===== src/rtl/srx_pkg.sv =====
package srx_pkg;
    typedef enum logic [2:0] {
        ST_IDLE,
        ST_START_CHK,
        ST_DATA,
        ST_PARITY,
        ST_STOP
    } srx_state_t;
endpackage


===== src/rtl/srx_sync.sv =====
// Two-flop synchronizer for the serial line, plus falling-edge detection.
// Everything resets to the idle-high level.
module srx_sync (
    input  logic clk,
    input  logic rst_n,
    input  logic d_async,
    output logic line,
    output logic line_fall
);
    logic meta_q;
    logic sync_q;
    logic prev_q;

    always_ff @(posedge clk or negedge rst_n) begin
        if (!rst_n) begin
            meta_q <= 1'b1;
            sync_q <= 1'b1;
            prev_q <= 1'b1;
        end else begin
            meta_q <= d_async;
            sync_q <= meta_q;
            prev_q <= sync_q;
        end
    end

    assign line      = sync_q;
    assign line_fall = prev_q & ~sync_q;
endmodule


===== src/rtl/srx_tick_cnt.sv =====
// Sample counter that moves on baud ticks. It reports the half-bit and
// full-bit points as single-cycle strobes.
module srx_tick_cnt #(
    parameter int OVERSAMPLE = 16
) (
    input  logic clk,
    input  logic rst_n,
    input  logic clr,
    input  logic tick,
    output logic half_hit,
    output logic full_hit
);
    localparam int CNT_W = $clog2(OVERSAMPLE) + 1;
    localparam int HALF  = OVERSAMPLE / 2;

    logic [CNT_W-1:0] cnt_q;

    assign half_hit = tick && (cnt_q == CNT_W'(HALF - 1));
    assign full_hit = tick && (cnt_q == CNT_W'(OVERSAMPLE - 1));

    always_ff @(posedge clk or negedge rst_n) begin
        if (!rst_n) begin
            cnt_q <= '0;
        end else if (clr) begin
            cnt_q <= '0;
        end else if (tick) begin
            cnt_q <= full_hit ? '0 : cnt_q + 1'b1;
        end
    end
endmodule


===== src/rtl/srx_shift.sv =====
// Right-shifting register: the first bit in ends up in bit 0.
module srx_shift #(
    parameter int DATA_W = 8
) (
    input  logic              clk,
    input  logic              rst_n,
    input  logic              clr,
    input  logic              shift_en,
    input  logic              bit_in,
    output logic [DATA_W-1:0] data
);
    always_ff @(posedge clk or negedge rst_n) begin
        if (!rst_n) begin
            data <= '0;
        end else if (clr) begin
            data <= '0;
        end else if (shift_en) begin
            data <= {bit_in, data[DATA_W-1:1]};
        end
    end
endmodule


===== src/rtl/srx_receiver.sv =====
module srx_receiver #(
    parameter int DATA_W     = 8,
    parameter int OVERSAMPLE = 16
) (
    input  logic              clk,
    input  logic              rst_n,
    input  logic              rx_en,
    input  logic              baud_tick,
    input  logic              ser_in,
    input  logic              par_en,
    input  logic              par_odd,
    input  logic              err_route,
    input  logic              buf_rd,
    output logic [DATA_W-1:0] rx_data,
    output logic              buf_full,
    output logic              perr,
    output logic              ferr,
    output logic              oerr,
    output logic              done_irq,
    output logic              err_irq
);
    import srx_pkg::*;

    localparam int IDX_W = (DATA_W > 1) ? $clog2(DATA_W) : 1;

    srx_state_t        state;
    srx_state_t        nxt;
    logic              line;
    logic              line_fall;
    logic              half_hit;
    logic              full_hit;
    logic              cnt_clr;
    logic              shift_en;
    logic              par_cap;
    logic              frame_end;
    logic              start_ok;
    logic [IDX_W-1:0]  bit_idx;
    logic              par_bit;
    logic [DATA_W-1:0] shift_q;
    logic              new_perr;
    logic              new_ferr;
    logic              new_oerr;
    logic              any_err;

    srx_sync u_sync (
        .clk       (clk),
        .rst_n     (rst_n),
        .d_async   (ser_in),
        .line      (line),
        .line_fall (line_fall)
    );

    srx_tick_cnt #(.OVERSAMPLE(OVERSAMPLE)) u_cnt (
        .clk      (clk),
        .rst_n    (rst_n),
        .clr      (cnt_clr),
        .tick     (baud_tick),
        .half_hit (half_hit),
        .full_hit (full_hit)
    );

    srx_shift #(.DATA_W(DATA_W)) u_shift (
        .clk      (clk),
        .rst_n    (rst_n),
        .clr      (start_ok),
        .shift_en (shift_en),
        .bit_in   (line),
        .data     (shift_q)
    );

    // State register
    always_ff @(posedge clk or negedge rst_n) begin
        if (!rst_n) begin
            state <= ST_IDLE;
        end else begin
            state <= nxt;
        end
    end

    // Next state and per-cycle strobes
    always_comb begin
        nxt       = state;
        cnt_clr   = 1'b0;
        shift_en  = 1'b0;
        par_cap   = 1'b0;
        frame_end = 1'b0;
        start_ok  = 1'b0;
        if (!rx_en) begin
            nxt     = ST_IDLE;
            cnt_clr = 1'b1;
        end else begin
            unique case (state)
                ST_IDLE: begin
                    cnt_clr = 1'b1;
                    if (line_fall) begin
                        nxt = ST_START_CHK;
                    end
                end
                ST_START_CHK: begin
                    if (half_hit) begin
                        cnt_clr = 1'b1;
                        if (line) begin
                            nxt = ST_IDLE;
                        end else begin
                            start_ok = 1'b1;
                            nxt      = ST_DATA;
                        end
                    end
                end
                ST_DATA: begin
                    if (full_hit) begin
                        shift_en = 1'b1;
                        if (bit_idx == IDX_W'(DATA_W - 1)) begin
                            nxt = par_en ? ST_PARITY : ST_STOP;
                        end
                    end
                end
                ST_PARITY: begin
                    if (full_hit) begin
                        par_cap = 1'b1;
                        nxt     = ST_STOP;
                    end
                end
                ST_STOP: begin
                    if (full_hit) begin
                        frame_end = 1'b1;
                        nxt       = ST_IDLE;
                    end
                end
                default: begin
                    nxt = ST_IDLE;
                end
            endcase
        end
    end

    // Bit index and captured parity bit
    always_ff @(posedge clk or negedge rst_n) begin
        if (!rst_n) begin
            bit_idx <= '0;
            par_bit <= 1'b0;
        end else begin
            if (start_ok) begin
                bit_idx <= '0;
            end else if (shift_en) begin
                bit_idx <= bit_idx + 1'b1;
            end
            if (par_cap) begin
                par_bit <= line;
            end
        end
    end

    // Errors of the frame that completes in this cycle
    assign new_perr = par_en && (par_bit != ((^shift_q) ^ par_odd));
    assign new_ferr = ~line;
    assign new_oerr = buf_full && !buf_rd;
    assign any_err  = new_perr || new_ferr || new_oerr;

    // Buffer, sticky status and interrupt pulses
    always_ff @(posedge clk or negedge rst_n) begin
        if (!rst_n) begin
            rx_data  <= '0;
            buf_full <= 1'b0;
            perr     <= 1'b0;
            ferr     <= 1'b0;
            oerr     <= 1'b0;
            done_irq <= 1'b0;
            err_irq  <= 1'b0;
        end else begin
            done_irq <= 1'b0;
            err_irq  <= 1'b0;
            if (buf_rd) begin
                buf_full <= 1'b0;
                perr     <= 1'b0;
                ferr     <= 1'b0;
                oerr     <= 1'b0;
            end
            if (frame_end) begin
                rx_data  <= shift_q;
                buf_full <= 1'b1;
                perr     <= (perr && !buf_rd) || new_perr;
                ferr     <= (ferr && !buf_rd) || new_ferr;
                oerr     <= (oerr && !buf_rd) || new_oerr;
                err_irq  <= any_err;
                done_irq <= !any_err || !err_route;
            end
        end
    end
endmodule


===== config.mk =====
export PLATFORM = sky130hd
export DESIGN_NAME = srx_receiver
export DESIGN_NICKNAME = d
export VERILOG_FILES = /design/src/rtl/srx_pkg.sv /design/src/rtl/srx_sync.sv /design/src/rtl/srx_tick_cnt.sv /design/src/rtl/srx_shift.sv /design/src/rtl/srx_receiver.sv
export SDC_FILE = /design/constraint.sdc
export NUM_CORES = 1
export LEC_CHECK = 0
export BUFFER_PORTS_ARGS = -buffer_cell sky130_fd_sc_hd__buf_4
export CAP_MARGIN = 20
export CORE_ASPECT_RATIO = 0.8
export CORE_MARGIN = 4
export CORE_UTILIZATION = 50
export DETAILED_ROUTE_END_ITERATION = 8
export GPL_TIMING_DRIVEN = 0
export PLACE_DENSITY = 0.83
export SLEW_MARGIN = 20
export SYNTH_ARGS = -nofsm -noshare
export SYNTH_HDL_FRONTEND = slang
export SYNTH_SLANG_ARGS = --single-unit

===== constraint.sdc =====
create_clock -name clk -period 2.8 [get_ports clk]
set_input_delay 0.28 -clock clk [delete_from_list [all_inputs] [get_ports clk]]
set_output_delay 0.28 -clock clk [all_outputs]
set_load 0.02 [all_outputs]

# [Yosys cells after proc, flatten, opt, wreduce, memory -nomap -nowiden]
# Cells that the tools add are included.
[totals] elab_cells=94 reg_bits=37 out_inout_bits=14 in_bits=9
[op_classes] n_eq_ne=14 n_mux=38 add_sub_neg=2 reduce_logical=22 bitwise_logic=3
[ops] operator="$mux 3" n=10
[ops] operator="$mux 1" n=20
[ops] operator="$mux 8" n=2
[ops] operator="$mux 5" n=3
[ops] operator="$pmux 3 s5" n=1
[ops] operator="$ne 3x2->1 const B" n=3
[ops] operator="$ne 3x3->1 const B" n=3
[ops] operator="$reduce_xor 8->1" n=1
[ops] operator="$logic_and 1x1->1" n=7
[ops] operator="$eq 3x2->1 const B" n=2
[ops] operator="$eq 3x3->1 const B" n=2
[ops] operator="$logic_or 1x1->1" n=6
[ops] operator="$reduce_and 6->1" n=1
[ops] operator="$reduce_bool 2->1" n=3
[ops] operator="$add 5x1->5 const B" n=1
[ops] operator="$eq 5x3->1 const B" n=1
[ops] operator="$eq 5x4->1 const B" n=1
[ops] operator="$add 3x1->3 const B" n=1
[ops] operator="$eq 3x1->1 const B" n=1
[ops] operator="$logic_not 1->1" n=3
[ops] operator="$logic_not 3->1" n=1
[ops] operator="$mux 2" n=1
[ops] operator="$pmux 1 s2" n=1
[ops] operator="$and 1x1->1" n=1
[ops] operator="other kinds (3)" n=3

# [Logic depth before layout (Yosys ltp)]
[logic_depth] word_depth=9 ltp_mapped=8 mapped_depth_nobuf=6

# [Cells and area by module]
# From an unflattened synthesis, not the netlist that was laid out.
[hier_totals] cells_unflattened=152 area_unflattened_um2=1774.2
[by_module_without_submodules] module="srx_receiver" area_per_inst_um2=1093.5 seq_area_each_um2=525.5 cells_per_inst=95 n_inst=1
[by_module_without_submodules] module="srx_shift" area_per_inst_um2=325.3 seq_area_each_um2=200.2 cells_per_inst=26 n_inst=1
[by_module_without_submodules] module="srx_tick_cnt" area_per_inst_um2=262.8 seq_area_each_um2=125.1 cells_per_inst=27 n_inst=1
[by_module_without_submodules] module="srx_sync" area_per_inst_um2=92.6 seq_area_each_um2=78.8 cells_per_inst=4 n_inst=1

# [Worst setup path before layout]
# No wires, ideal clock.
[synth_timing] path_type="flip-flop to flip-flop" startpoint="register u_cnt.cnt_q[0]" endpoint="register bit_idx[0]" setup_ns=0.130 arrival_time_ns=1.614 path_slack_ns=1.056 path_stages_with_launch=7 cell_sequence="dfrtp_1 > ha_1 > nand3_2 > or3_1 > or4_4 > nand3_1 > o21ai_1"
[synth_via] elab_chain_len=6
[synth_lines] item="start: declaration" line="srx_tick_cnt.sv:16" text="logic [CNT_W-1:0] cnt_q;"
[synth_lines] item="start signal: assignment" line="srx_tick_cnt.sv:27" text="cnt_q <= full_hit ? '0 : cnt_q + 1'b1;"
[synth_lines] item="$eq 5x3->1 or $eq 5x4->1 (tied branches)" line="srx_tick_cnt.sv:18, srx_tick_cnt.sv:19"
[synth_lines] item="$logic_and 1x1->1, on equally long branches" line="srx_tick_cnt.sv:18, srx_tick_cnt.sv:19"
[synth_lines] item="$mux 1, on equally long branches" line="srx_receiver.sv:100, srx_receiver.sv:111"
[synth_lines] item="$mux 1" line="srx_receiver.sv:92" text="unique case (state)"
[synth_lines] item="$mux 1" line="srx_receiver.sv:88" text="if (!rx_en) begin"
[synth_lines] item="$mux 3 or $reduce_bool 2->1 (tied branches)"
[synth_lines] item="end signal: assignment" line="srx_receiver.sv:146" text="bit_idx <= bit_idx + 1'b1;"
[synth_lines] item="end: declaration" line="srx_receiver.sv:37" text="logic [IDX_W-1:0] bit_idx;"
# Parallel ways exist; a longest one is shown, timed or not.
# A chain may end at the register's enable or synchronous reset.

# [Final worst setup path]
[layout_timing] startpoint="register u_cnt.cnt_q[0]" endpoint="register u_shift.data[4]"
[layout_via] elab_chain_len=6
[layout_lines] item="$eq 5x3->1 or $eq 5x4->1 (tied branches)" line="srx_tick_cnt.sv:18, srx_tick_cnt.sv:19"
[layout_lines] item="$logic_and 1x1->1, on equally long branches" line="srx_tick_cnt.sv:18, srx_tick_cnt.sv:19"
[layout_lines] item="$mux 1, on equally long branches" line="srx_receiver.sv:100, srx_receiver.sv:111"
[layout_lines] item="$mux 1" line="srx_receiver.sv:92"
[layout_lines] item="$mux 1" line="srx_receiver.sv:88"
[layout_lines] item="$mux 8 or $reduce_bool 2->1 (tied branches)"
[layout_lines] item="end signal: assignment" line="srx_shift.sv:18" text="data <= {bit_in, data[DATA_W-1:1]};"
[layout_lines] item="end: declaration" line="srx_shift.sv:10" text="output logic [DATA_W-1:0] data"
# Parallel ways exist; a longest one is shown, timed or not.

==> impl_results.md <==
- Max Slew Vio Count: 0
- Slew of the pin with the lowest slew margin: 0.673 ns
- Die Wd: 73.6 um
- WL/cell: 14.7 um
- # IOs: 23
- Arr. time, crit path: 2.13 ns
- Vias: 1307
- Most common cell after layout, fill and taps aside: dfrtp_1
- Syn Inst Count: 167
- Max Fanout on Critical Path: 10
- Clock sink count: 37
- Crit path capture type: flip-flop
- Longest Clk Path Bufs: 2
- Pwr dens: 523 nW/um^2
- Worst-path clk slew: 0.07 ns
- Fmax: 0.499 GHz
- Layout cell share with drive strength beyond 1: 25.4%
- Vias in the first global route: 1319
- Netlist area before placement: 1720 um^2
- Die area: 4450 um^2
- Post-synth ARST share: 100%
- Lkg Pwr: 1.01 nW
- Final wirelength: 3.49 mm
- Status: finished, final reports clean
- Clk Latency, worst-skew pair: 0.29 ns
- Vias per cell: 5.51
- Syn avg cell area: 10.3 um^2
- Register area: 930 um^2
- Antenna cell count: 0
- HPWL after detailed placement: 2.52 mm
- Top_reg_cell synth: dfrtp_1
- First-pass GRT wire length: 6.02 mm
- Critical path type: reg2reg
- Multi-input logic area: 738 um^2
- Yosys warning count: 0
- Num CTS Buffers: 5
- Pin count of the biggest net entering global routing: 38
- Tmin final: 2.00 ns
- Worst endpoint required time: 2.92 ns
- Worst vdd ir: 345 uV
- Post-layout util: 63.2%
- DRC Markers: 0
- GR Util All Layers: 17.9%
- Cts repair resizes: 0
- Type of the most critical hold path: in2reg
- Setup violators final: 0
- Flops & latches, synth: 37
- Distinct cells, synth: 39
- Grt total ovfl: 0
- Drt first pass iters: 4
- Core Area: 3200 um^2
- Row cnt: 18
- Number of synthesized flops with an enable pin: 0
- First DRT Iteration DRCs: 56
- Synth-to-layout area growth: 17.4%
- Root Driver: clkbuf_8
- CTS tree: yes
- Clock Skew: 0.00910 ns
- Antenna Nets Post-Route: 0
- Gpl congestion: 0.831
- Initial antenna violation count: 0
- Die H: 60.5 um
- RSZ-0062 raised after global routing: no
- Initial Util: 53.8%
- Post-route setup TNS: 0 ns
- IO buf count: 21
- Worst rel slew slack: 54.7%
- Final period util: 71.6%
- Sequential fraction of the synthesis area: 54.0%
- Min Hold Slack: 0.101 ns
- Number of max-cap violations: 0
- Fillers: 249
- Crit start category: flip-flop
- Syn_nets: 179
- Hold Fails Final Rpt: 0
- Highest-count cells in the layout ignoring fill and taps: dfrtp_1 (34), nand2_1 (31), buf_4 (22)
- Fin nets: 208
- H-Tree Depth: 2
## Yosys cell counts (3+ instances only)
cell type | number | area, um^2
xor2_1 | 3 | 26.3
nand2_1 | 31 | 116
nor2_1 | 12 | 45.0
dfstp_2 | 3 | 78.8
o21ai_0 | 3 | 15.0
nand3_1 | 6 | 30.0
and3_1 | 3 | 18.8
nand2b_1 | 4 | 25.0
mux2_2 | 9 | 101
dfrtp_1 | 34 | 851
buf_2 | 4 | 20.0
inv_1 | 5 | 18.8
a21oi_1 | 14 | 70.1
xnor2_1 | 5 | 43.8
ha_1 | 3 | 37.5
## stage by stage
| step | cell area, um^2 | std cells | worst slack, ns | total power, W |
|---|---|---|---|---|
| after floorplan | 1720 | 167 | 1.06 | 0.000665 |
| after global placement | 1930 | 228 | 0.927 | 0.000702 |
| after detailed placement | 1930 | 228 | 0.849 | 0.000711 |
| after CTS | 2020 | 237 | 0.792 | 0.00106 |
| after global routing | 2020 | 237 | 0.621 | 0.00111 |
| final | 2020 | 237 | 0.795 | 0.00106 |
## layer usage
layer	up-vias	routed length [um]	track usage (%)
met4	0	53	6.72
li1	631	-	-
met3	8	223	4.97
met1	629	1570	23.3
met2	39	1650	28.8
met5	-	0	0
## power by group
group,leakage (nW),switching (W),internal (W)
logic,0.459,0.0000929,0.0000538
registers,0.506,0.00000862,0.000549
clock network,0.0450,0.000180,0.000172
total,1.01,0.000282,0.000775
## logic make-up after synthesis
group	count (synthesis)	share of synthesized area, %
xor gates and xnor gates	9	5.38
and+or+nand+nor	68	19.0
muxes	10	6.47
AOI/OAI and AO/OA	28	9.88
DFF	37	54.0
adders and majority gates	3	2.18
buffers and inverters	12	3.13
## path summary, 6_finish.rpt
kind / startpoint / to / slack (ns) / depth (start not counted)
max: u_cnt.cnt_q[0] / u_shift.data[4] / 0.80 / 8
min: ser_in / u_sync.meta_q / 0.10 / 1
max reg2reg: u_cnt.cnt_q[0] / u_shift.data[4] / 0.80 / 8
min reg2reg: u_sync.meta_q / u_sync.line / 0.36 / 0
max in group asynchronous: rst_n / u_sync.line / 1.96 / 2
min in group asynchronous: rst_n / state[2] / 0.49 / 2
## repair_timing
| item | in CTS | in global routing |
|---|---|---|
| hold buffers | 1 | 0 |
| hold endpoints to repair | 34 | 0 |
| setup buffers | 0 | 0 |
## registers in the layout (all words and copies together), names as in the netlist
register and count:
u_sync.prev_q 1, u_sync.meta_q 1, rx_data 8, done_irq 1, buf_full 1, bit_idx 3, perr 1, u_shift.data 8
u_cnt.cnt_q 5, u_sync.line 1, oerr 1, ferr 1, state 3, err_irq 1, par_bit 1
## layout make-up
| type | instances | area share (%) |
|---|---|---|
| Buffer | 7 | 1.73 |
| Clock buffer | 6 | 3.59 |
| Clock inverter | 2 | 0.495 |
| Inverter | 5 | 0.928 |
| Multi-Input combinational cell | 118 | 36.5 |
| Sequential cell | 37 | 46.0 |
| Tap cell | 40 | 2.48 |
| Timing Repair Buffer | 22 | 8.29 |
## critical path, cell delays in order (launching register included)
cell and delay, ns:
dfrtp_1 0.39, ha_1 0.21, nand4_1 0.18, nor2_1 0.19, buf_2 0.23, nand3_1 0.15
clkbuf_1 0.26, nand2_1 0.14, a21oi_1 0.09
(Power assumes the default switching activity.)
